[config.mk]
export PLATFORM = sky130hd
export DESIGN_NAME = dbg_halt_ctrl
export DESIGN_NICKNAME = d
export VERILOG_FILES = /design/src/rtl/dbg_halt_pkg.sv /design/src/rtl/dbg_bus_decode.sv /design/src/rtl/dbg_ctrl_reg.sv /design/src/rtl/dbg_event_flags.sv /design/src/rtl/dbg_monitor_reg.sv /design/src/rtl/dbg_halt_ctrl.sv
export SDC_FILE = /design/constraint.sdc
export NUM_CORES = 1
export LEC_CHECK = 0
export CORE_UTILIZATION = 32
export CTS_CLUSTER_SIZE = 14
export DETAILED_ROUTE_END_ITERATION = 12
export PLACE_DENSITY = 0.8
export SLEW_MARGIN = 0
export SYNTH_ARGS = -nofsm -noshare
export SYNTH_HDL_FRONTEND = slang
export SYNTH_SLANG_ARGS = --single-unit
export TNS_END_PERCENT = 10
[constraint.sdc]
create_clock -name clk -period 2.7 [get_ports clk]
set_input_delay 0.405 -clock clk [delete_from_list [all_inputs] [get_ports clk]]
set_output_delay 0.405 -clock clk [all_outputs]
set_load 0.01 [all_outputs]
[src/rtl/dbg_halt_pkg.sv]
package dbg_halt_pkg;
  localparam int DW = 32;
  // control register bit positions
  localparam int CB_EN      = 0;
  localparam int CB_HALT    = 1;
  localparam int CB_STEP    = 2;
  localparam int CB_MASK    = 3;
  localparam int SB_READY   = 16;
  localparam int SB_HALTED  = 17;
  localparam int SB_RETIRED = 24;
  localparam int SB_RESET   = 25;
  // event flag positions
  localparam int FL_HREQ    = 0;
  localparam int FL_BKPT    = 1;
  localparam int FL_WPT     = 2;
  localparam int FL_VCATCH  = 3;
  localparam int FL_EXT     = 4;
  localparam int NUM_FLAGS  = 5;
  // monitor word bit positions
  localparam int MB_VC_RST  = 0;
  localparam int MB_VC_HF   = 10;
  localparam int MB_WPT_EN  = 24;

  typedef struct packed {
    logic mask;
    logic step;
    logic halt;
    logic en;
  } ctrl_t;
endpackage

[src/rtl/dbg_bus_decode.sv]
module dbg_bus_decode
  import dbg_halt_pkg::*;
#(
  parameter int ADDR_W = 12,
  parameter logic [ADDR_W-1:0] HCSR_OFF = 'h0C0,
  parameter logic [ADDR_W-1:0] FLAG_OFF = 'h000,
  parameter logic [ADDR_W-1:0] MON_OFF  = 'h0CC
) (
  input  logic              bus_sel,
  input  logic              bus_wr,
  input  logic [ADDR_W-1:0] bus_addr,
  input  logic [DW-1:0]     ctrl_word,
  input  logic [DW-1:0]     flag_word,
  input  logic [DW-1:0]     mon_word,
  output logic              wr_ctrl,
  output logic              wr_flag,
  output logic              wr_mon,
  output logic              rd_ctrl,
  output logic [DW-1:0]     rdata
);
  localparam int NREG = 3;
  logic [NREG-1:0]     hit;
  logic [ADDR_W-1:0]   offs [NREG];
  logic [DW-1:0]       words [NREG];

  assign offs[0]  = HCSR_OFF;
  assign offs[1]  = FLAG_OFF;
  assign offs[2]  = MON_OFF;
  assign words[0] = ctrl_word;
  assign words[1] = flag_word;
  assign words[2] = mon_word;

  for (genvar g = 0; g < NREG; g++) begin : g_hit
    assign hit[g] = (bus_addr == offs[g]);
  end

  assign wr_ctrl = bus_sel &  bus_wr & hit[0];
  assign wr_flag = bus_sel &  bus_wr & hit[1];
  assign wr_mon  = bus_sel &  bus_wr & hit[2];
  assign rd_ctrl = bus_sel & ~bus_wr & hit[0];

  always_comb begin
    rdata = '0;
    for (int i = 0; i < NREG; i++) begin
      if (hit[i]) rdata = rdata | words[i];
    end
  end
endmodule

[src/rtl/dbg_ctrl_reg.sv]
module dbg_ctrl_reg
  import dbg_halt_pkg::*;
#(
  parameter logic [15:0] KEY = 16'hA05F
) (
  input  logic          clk,
  input  logic          rst_n,
  input  logic          wr_en,
  input  logic [DW-1:0] wdata,
  input  logic          rd_en,
  input  logic          halt_evt,
  input  logic          core_reset,
  input  logic          core_retire,
  input  logic          core_halted,
  output ctrl_t         ctrl_q,
  output logic          hreq_evt,
  output logic          rst_sticky,
  output logic          ret_sticky
);
  logic  key_ok, release_step, step_pend, step_done;
  ctrl_t ctrl_d;

  assign key_ok = wr_en && (wdata[DW-1:16] == KEY);
  assign release_step = key_ok && ctrl_q.en && ctrl_q.halt && core_halted &&
                        wdata[CB_EN] && wdata[CB_STEP] && !wdata[CB_HALT];
  assign step_done = step_pend && ctrl_q.en && core_retire;
  assign hreq_evt  = (key_ok && wdata[CB_EN] && wdata[CB_HALT]) || step_done;

  always_comb begin
    ctrl_d = ctrl_q;
    if (key_ok) ctrl_d = ctrl_t'(wdata[3:0]);
    if (halt_evt || step_done) ctrl_d.halt = 1'b1;
    if (core_reset) ctrl_d.halt = 1'b0;
  end

  always_ff @(posedge clk or negedge rst_n) begin
    if (!rst_n) begin
      ctrl_q     <= '0;
      step_pend  <= 1'b0;
      rst_sticky <= 1'b0;
      ret_sticky <= 1'b0;
    end else begin
      ctrl_q <= ctrl_d;
      if (core_reset || step_done || (key_ok && !wdata[CB_EN]))
        step_pend <= 1'b0;
      else if (release_step)
        step_pend <= 1'b1;
      rst_sticky <= core_reset  | (rst_sticky & ~rd_en);
      ret_sticky <= core_retire | (ret_sticky & ~rd_en);
    end
  end
endmodule

[src/rtl/dbg_event_flags.sv]
module dbg_event_flags #(
  parameter int NUM = 5
) (
  input  logic           clk,
  input  logic           rst_n,
  input  logic [NUM-1:0] set_vec,
  input  logic           clr_en,
  input  logic [NUM-1:0] clr_vec,
  output logic [NUM-1:0] flags
);
  for (genvar g = 0; g < NUM; g++) begin : g_flag
    always_ff @(posedge clk or negedge rst_n) begin
      if (!rst_n)                     flags[g] <= 1'b0;
      else if (set_vec[g])            flags[g] <= 1'b1;
      else if (clr_en && clr_vec[g])  flags[g] <= 1'b0;
    end
  end
endmodule

[src/rtl/dbg_monitor_reg.sv]
module dbg_monitor_reg
  import dbg_halt_pkg::*;
(
  input  logic          clk,
  input  logic          rst_n,
  input  logic          wr_en,
  input  logic [DW-1:0] wdata,
  output logic          vc_rst,
  output logic          vc_hf,
  output logic          wpt_en,
  output logic [DW-1:0] word
);
  always_ff @(posedge clk or negedge rst_n) begin
    if (!rst_n) begin
      vc_rst <= 1'b0;
      vc_hf  <= 1'b0;
      wpt_en <= 1'b0;
    end else if (wr_en) begin
      vc_rst <= wdata[MB_VC_RST];
      vc_hf  <= wdata[MB_VC_HF];
      wpt_en <= wdata[MB_WPT_EN];
    end
  end

  always_comb begin
    word = '0;
    word[MB_VC_RST] = vc_rst;
    word[MB_VC_HF]  = vc_hf;
    word[MB_WPT_EN] = wpt_en;
  end
endmodule

[src/rtl/dbg_halt_ctrl.sv]
module dbg_halt_ctrl
  import dbg_halt_pkg::*;
#(
  parameter int ADDR_W = 12,
  parameter logic [ADDR_W-1:0] HCSR_OFF = 'h0C0,
  parameter logic [ADDR_W-1:0] FLAG_OFF = 'h000,
  parameter logic [ADDR_W-1:0] MON_OFF  = 'h0CC,
  parameter logic [15:0] KEY = 16'hA05F
) (
  input  logic              clk,
  input  logic              rst_n,
  input  logic              bus_sel,
  input  logic              bus_wr,
  input  logic [ADDR_W-1:0] bus_addr,
  input  logic [31:0]       bus_wdata,
  output logic [31:0]       bus_rdata,
  input  logic              core_bkpt,
  input  logic              core_wpt,
  input  logic              core_ext_req,
  input  logic              core_retire,
  input  logic              core_reset,
  input  logic              core_hardfault,
  input  logic              core_halted,
  input  logic              core_reg_ready,
  output logic              halt_req,
  output logic              step_en,
  output logic              irq_mask,
  output logic              wpt_unit_en
);
  logic wr_ctrl, wr_flag, wr_mon, rd_ctrl;
  logic hreq_evt, rst_sticky, ret_sticky;
  logic vc_rst, vc_hf, core_reset_q, halt_evt;
  ctrl_t ctrl_q;
  logic [NUM_FLAGS-1:0] flag_set, flag_q;
  logic [DW-1:0] ctrl_word, flag_word, mon_word;

  dbg_bus_decode #(
    .ADDR_W(ADDR_W), .HCSR_OFF(HCSR_OFF), .FLAG_OFF(FLAG_OFF), .MON_OFF(MON_OFF)
  ) u_dec (
    .bus_sel(bus_sel), .bus_wr(bus_wr), .bus_addr(bus_addr),
    .ctrl_word(ctrl_word), .flag_word(flag_word), .mon_word(mon_word),
    .wr_ctrl(wr_ctrl), .wr_flag(wr_flag), .wr_mon(wr_mon), .rd_ctrl(rd_ctrl),
    .rdata(bus_rdata)
  );

  dbg_monitor_reg u_mon (
    .clk(clk), .rst_n(rst_n), .wr_en(wr_mon), .wdata(bus_wdata),
    .vc_rst(vc_rst), .vc_hf(vc_hf), .wpt_en(wpt_unit_en), .word(mon_word)
  );

  always_ff @(posedge clk or negedge rst_n) begin
    if (!rst_n) core_reset_q <= 1'b0;
    else        core_reset_q <= core_reset;
  end

  // debug events, qualified by the enable bit
  always_comb begin
    flag_set            = '0;
    flag_set[FL_BKPT]   = ctrl_q.en & core_bkpt;
    flag_set[FL_WPT]    = ctrl_q.en & core_wpt & wpt_unit_en;
    flag_set[FL_EXT]    = ctrl_q.en & core_ext_req;
    flag_set[FL_VCATCH] = ctrl_q.en & ((vc_rst & core_reset_q & ~core_reset) |
                                       (vc_hf & core_hardfault));
    halt_evt            = |flag_set;
    flag_set[FL_HREQ]   = hreq_evt;
  end

  dbg_ctrl_reg #(.KEY(KEY)) u_ctrl (
    .clk(clk), .rst_n(rst_n), .wr_en(wr_ctrl), .wdata(bus_wdata), .rd_en(rd_ctrl),
    .halt_evt(halt_evt), .core_reset(core_reset), .core_retire(core_retire),
    .core_halted(core_halted), .ctrl_q(ctrl_q), .hreq_evt(hreq_evt),
    .rst_sticky(rst_sticky), .ret_sticky(ret_sticky)
  );

  dbg_event_flags #(.NUM(NUM_FLAGS)) u_flags (
    .clk(clk), .rst_n(rst_n), .set_vec(flag_set), .clr_en(wr_flag),
    .clr_vec(bus_wdata[NUM_FLAGS-1:0]), .flags(flag_q)
  );

  always_comb begin
    ctrl_word             = '0;
    ctrl_word[3:0]        = ctrl_q;
    ctrl_word[SB_READY]   = core_reg_ready;
    ctrl_word[SB_HALTED]  = core_halted;
    ctrl_word[SB_RETIRED] = ret_sticky;
    ctrl_word[SB_RESET]   = rst_sticky;
    flag_word             = '0;
    flag_word[NUM_FLAGS-1:0] = flag_q;
  end

  assign halt_req = ctrl_q.en & ctrl_q.halt;
  assign step_en  = ctrl_q.en & ctrl_q.step;
  assign irq_mask = ctrl_q.en & ctrl_q.mask;
endmodule

# After elaboration in Yosys (flattened, before gate mapping)
# Cells that the tools add are included.
[totals] regBits=16 elab_cells=96 output_inout_bits=36 inputBits=56
[classes] eq_ne=3 bitwise_logic=27 muxes=18 n_reduce_logical=32
[op_table] cell="32-bit 2-to-1 mux" count=2
[op_table] cell="32-bit by 25-bit bitwise OR with 32-bit output" count=1
[op_table] cell="32-bit by 5-bit bitwise OR with 32-bit output" count=1
[op_table] cell="26-bit 2-to-1 mux" count=1
[op_table] cell="12-bit by 8-bit equality test with 1-bit output (second input constant)" count=2
[op_table] cell="1-bit bitwise AND" count=19
[op_table] cell="1-bit logical AND" count=17
[op_table] cell="16-bit equality test (second input constant)" count=1
[op_table] cell="1-bit 2-to-1 mux" count=14
[op_table] cell="12-bit zero test" count=1
[op_table] cell="2-bit nonzero test" count=6
[op_table] cell="1-bit logical OR" count=4
[op_table] cell="4-bit OR reduction" count=1
[op_table] cell="1-bit inverter" count=3
[op_table] cell="1-bit bitwise OR" count=3
[op_table] cell="3-bit nonzero test" count=1
[op_table] cell="1-bit zero test" count=2
[op_table] cell="2-bit 2-to-1 mux" count=1

# Longest topological paths before layout
[logic_depth] depth_word=11 mapped_depth=5 ltp_nobuf=4

# Modules after synthesis
# From an unflattened synthesis, not the netlist that was laid out.
[hier_totals] hier_cells=297 area_unflattened_um2=2165.8
[modules_own_cells] mod="dbg_bus_decode" cells_each=200 n_inst=1 area_per_inst_um2=1133.6
[modules_own_cells] mod="dbg_ctrl_reg" cells_each=31 n_inst=1 area_per_inst_um2=399.1
[modules_own_cells] mod="dbg_monitor_reg" cells_each=39 n_inst=1 area_per_inst_um2=352.8
[modules_own_cells] mod="dbg_event_flags" cells_each=15 n_inst=1 area_per_inst_um2=181.4
[modules_own_cells] mod="dbg_halt_ctrl" cells_each=12 n_inst=1 area_per_inst_um2=98.8

# Worst setup path after synthesis
# OpenSTA, ideal clock, no wires.
[synth_path] path_kind="input to output" startpoint="input port bus_addr[9]" endpoint="output port bus_rdata[1]" slack_ps=462 arrival_time_ps=1833 cell_stages=4 required_time_ps=2295 cell_sequence="or4_1 -> buf_2 -> nor3_1 -> a22o_1"
[synth_between] elab_chain_cells=6 word_cells_on_any_way=8 cone_classes="eq/ne (2); mux (3); bitwise (2); reduce/logical (1)"
[synth_lines] item="from (decl)" line_no="dbg_halt_ctrl.sv:14" text="input logic [ADDR_W-1:0] bus_addr,"
[synth_lines] item="12-bit by 8-bit equality test with 1-bit output" line_no="dbg_bus_decode.sv:34" text="assign hit[g] = (bus_addr == offs[g]);"
[synth_lines] item="26-bit 2-to-1 mux" line_no="dbg_bus_decode.sv:45" text="if (hit[i]) rdata = rdata | words[i];"
[synth_lines] item="32-bit by 5-bit bitwise OR with 32-bit output" line_no="dbg_bus_decode.sv:45"
[synth_lines] item="32-bit 2-to-1 mux" line_no="dbg_bus_decode.sv:45"
[synth_lines] item="32-bit by 25-bit bitwise OR with 32-bit output" line_no="dbg_bus_decode.sv:45"
[synth_lines] item="32-bit 2-to-1 mux *" line_no="dbg_bus_decode.sv:45"
[synth_lines] item="to (decl)" line_no="dbg_halt_ctrl.sv:16" text="output logic [31:0] bus_rdata,"
# Mark *: on every way between the ends. The rest lies on a longest branch, timed or not.

# Worst setup path in the final report
[layout_path] startpoint="input port bus_addr[8]" endpoint="output port bus_rdata[4]"
[layout_between] elab_chain_cells=4 word_cells_on_any_way=5 cone_classes="eq/ne (1); mux (2); bitwise (1); reduce/logical (1)"
[layout_lines] item="12-bit zero test" line_no="dbg_bus_decode.sv:34"
[layout_lines] item="32-bit 2-to-1 mux" line_no="dbg_bus_decode.sv:45"
[layout_lines] item="32-bit by 25-bit bitwise OR with 32-bit output" line_no="dbg_bus_decode.sv:45"
[layout_lines] item="32-bit 2-to-1 mux *" line_no="dbg_bus_decode.sv:45"
# Marked as above.

==> results.cfg <==
[route]
avgRoutedWirePerCell_um = 13.8
drc = 0
wl_um = 3070
drtIter0Drc = 36
vias = 1076
antenna_left = 0
drt-vias-per-instance = 4.83
firstDrtPassIters = 5

[clock_network]
numCtsBuffers = 3
cts_sinks = 16
ctsRootBufferMaster = clkbuf_4
cts_tree = done
clk_pin_slew_worst_paths_ps = 90
clock_latency_ps = 290
cts_buffer_depth = 2
ctsHtreeMaxLevel = 1
cts_hold_buffers = 0

[power]
combPwrFrac_pct = 20.8
p_sw_share_pct = 23.4
ir_worst_vdd_mv = 0.170
switching_power_mw = 0.118
pwr-share-seq_pct = 47.6
finalPower_mw = 0.506
power.share.clock_pct = 31.6
p_leak_nw = 0.836
intPower_mw = 0.387
power_density_mw_per_mm2 = 283

[sta]
hold_violations = 0
slew_headroom_pct = 53.0
fin_skew_ps = 1.62
fin_tns_setup_ps = -129
holdWs_ps = 488
fmax_ghz = 0.353
setup_violations = 1
grt_setup_unrepaired = yes
fin_crit_ps = 2830
worstMarginPinSlew_ps = 703
slew_violations = 0
postLayoutSetupSlackWorst_ps = -129
fin_crit_sh_pct = 105

[placement]
port_buffers = 59
place_inst = 219
gp_congestion = 0.929
hpwl_um = 2470

[layout]
antenna_cells = 0
fin_util_pct = 56.7
areaGrowthSynthToFinish_pct = 61.5
multiInputGateArea_um2 = 644
fin_nets = 236
layout-drive-gt1-share_pct = 18.4
final_cells = 223
regArea_um2 = 400
fillCellCount = 279

[critical_path]
timing_worst_setup_path_type = input port to primary output
crit_fanout = 5
cp-end-kind = primary output
arrival_ps = 2420
crit_path_start_kind = input port
cp_data_required_time_ps = 2300

[run_status]
violations = negative setup slack
status = finished, violations left

[synth]
ys.warnings.count = 0
synthTopCellsByCount = 22 x buf_4, 16 x dfrtp_1, 10 x nand2_1
synthTopCellsByArea = dfrtp_1 36%, buf_4 15%, mux2_2 6.1%
async_flop_share_pct = 100
syn_inst = 111
synth_most_common_cell = buf_4
syn_area_mm2 = 0.00111
yosysUniqueCellTypes = 39
ys_seq_area_share_pct = 36.2
ys_ff_latch = 16
synth_flop_cell = dfrtp_1
yosysTopAreaCell = dfrtp_1
avgSynthCellArea_um2 = 9.96
synth_top_area_share_pct = 36.2
synth_edf_count = 0

[floorplan]
die_h_um = 60.8
fp.dieArea_mm2 = 0.00370
dieWidth_um = 60.8
start_util_pct = 35.1
coreArea_mm2 = 0.00315
rows = 20
num_io_pins = 92

[grt]
grt_pass1_wl_um = 4750
grt.total_usage_pct = 17.8
grt_max_degree = 17
antenna_found_initial = 0
first_global_vias = 1096
overflow = 0

[flow_run]
drv_cap = 0

[min_path]
hp-class = flop to flop
## worst paths after layout
check	from	endpoint	slack, ps	depth (start not counted)
worst max register to register	u_ctrl.ctrl_q[0]	u_ctrl.step_pend	1080	4
worst min-delay path	u_ctrl.rst_sticky	u_ctrl.rst_sticky	490	1
max in group asynchronous	rst_n	u_flags.flags[0]	1730	1
worst min register to register	u_ctrl.rst_sticky	u_ctrl.rst_sticky	490	1
worst max-delay path	bus_addr[8]	bus_rdata[4]	-130	6
min in group asynchronous	rst_n	u_ctrl.ctrl_q[1]	530	1
## metrics by stage
stage	setup slack [ps]	instance area, µm²
finish	-129	1790
global route	-209	1790
CTS	-199	1770
detailed placement	-331	1710
global placement	-311	1710
floorplan	462	1180
## routing by layer
| metal | global-route usage, % | vias up | share of wire [%] |
|---|---|---|---|
| met4 | 6.82 | 0 | 1.8 |
| met1 | 17.7 | 504 | 36 |
| met2 | 35.2 | 60 | 53 |
| met5 | 0 | - | 0 |
| li1 | - | 505 | - |
| met3 | 4.26 | 7 | 8.3 |
## placed cells by master, fill, tap and decap left out, types with 2 or more instances in the layout
| master | instances |
|---|---|
| or4_1 | 2 |
| nor3_2 | 2 |
| dfrtp_1 | 16 |
| a22o_1 | 6 |
| dlygate4sd2_1 | 7 |
| conb_1 | 22 |
| or4_4 | 2 |
| a21o_1 | 3 |
| nor4b_1 | 2 |
| clkbuf_4 | 3 |
| nand3_1 | 3 |
| mux2_2 | 6 |
| buf_4 | 8 |
| clkdlybuf4s50_1 | 50 |
| nand2_1 | 10 |
| dlymetal6s2s_1 | 2 |
| and2_1 | 8 |
## final cells by class
class | instances | area share [%]
clock buffers | 4 | 2.03
inverters | 1 | 0.210
multi-input cells | 91 | 36.1
flip-flops and latches | 16 | 22.4
well taps | 44 | 3.08
repair buffers | 67 | 36.2
## logic make-up after synthesis
logic type	Yosys count	share of synthesized area [%]
simple gates	45	26.8
buf+inv	25	16.7
compound gates	18	13.8
flops	16	36.2
mux	6	6.11
other cells	1	0.339
## power groups by stage
stage	combinational [mW]	sequential (mW)	clock (mW)
2_1_floorplan	0.0468	0.245	0
3_3_place_gp	0.0991	0.245	0
3_5_place_dp	0.101	0.245	0
4_1_cts	0.104	0.241	0.163
5_1_grt	0.114	0.241	0.176
6_report	0.105	0.241	0.160
## registers in the layout (all words and copies together), names as in the netlist
name	cells
u_flags.flags	5
u_ctrl.ctrl_q	4
core_reset_q	1
u_ctrl.ret_sticky	1
u_ctrl.rst_sticky	1
u_ctrl.step_pend	1
u_mon.vc_hf	1
u_mon.vc_rst	1
u_mon.wpt_en	1
## critical path: stages
cell and delay (ps):
clkdlybuf4s50_1 420, or4_4 600, nor3_2 200, buf_4 160, and2_1 120, clkdlybuf4s50_1 530
## what timing repair did
| action | 4_1_cts | 5_1_grt |
|---|---|---|
| resized for setup | 13 | 4 |
| pin swaps | 2 | 3 |
| buffers inserted | 0 | 0 |
| setup endpoints to repair | 10 | 8 |
No activity file was read; power rests on OpenSTA's default activity.
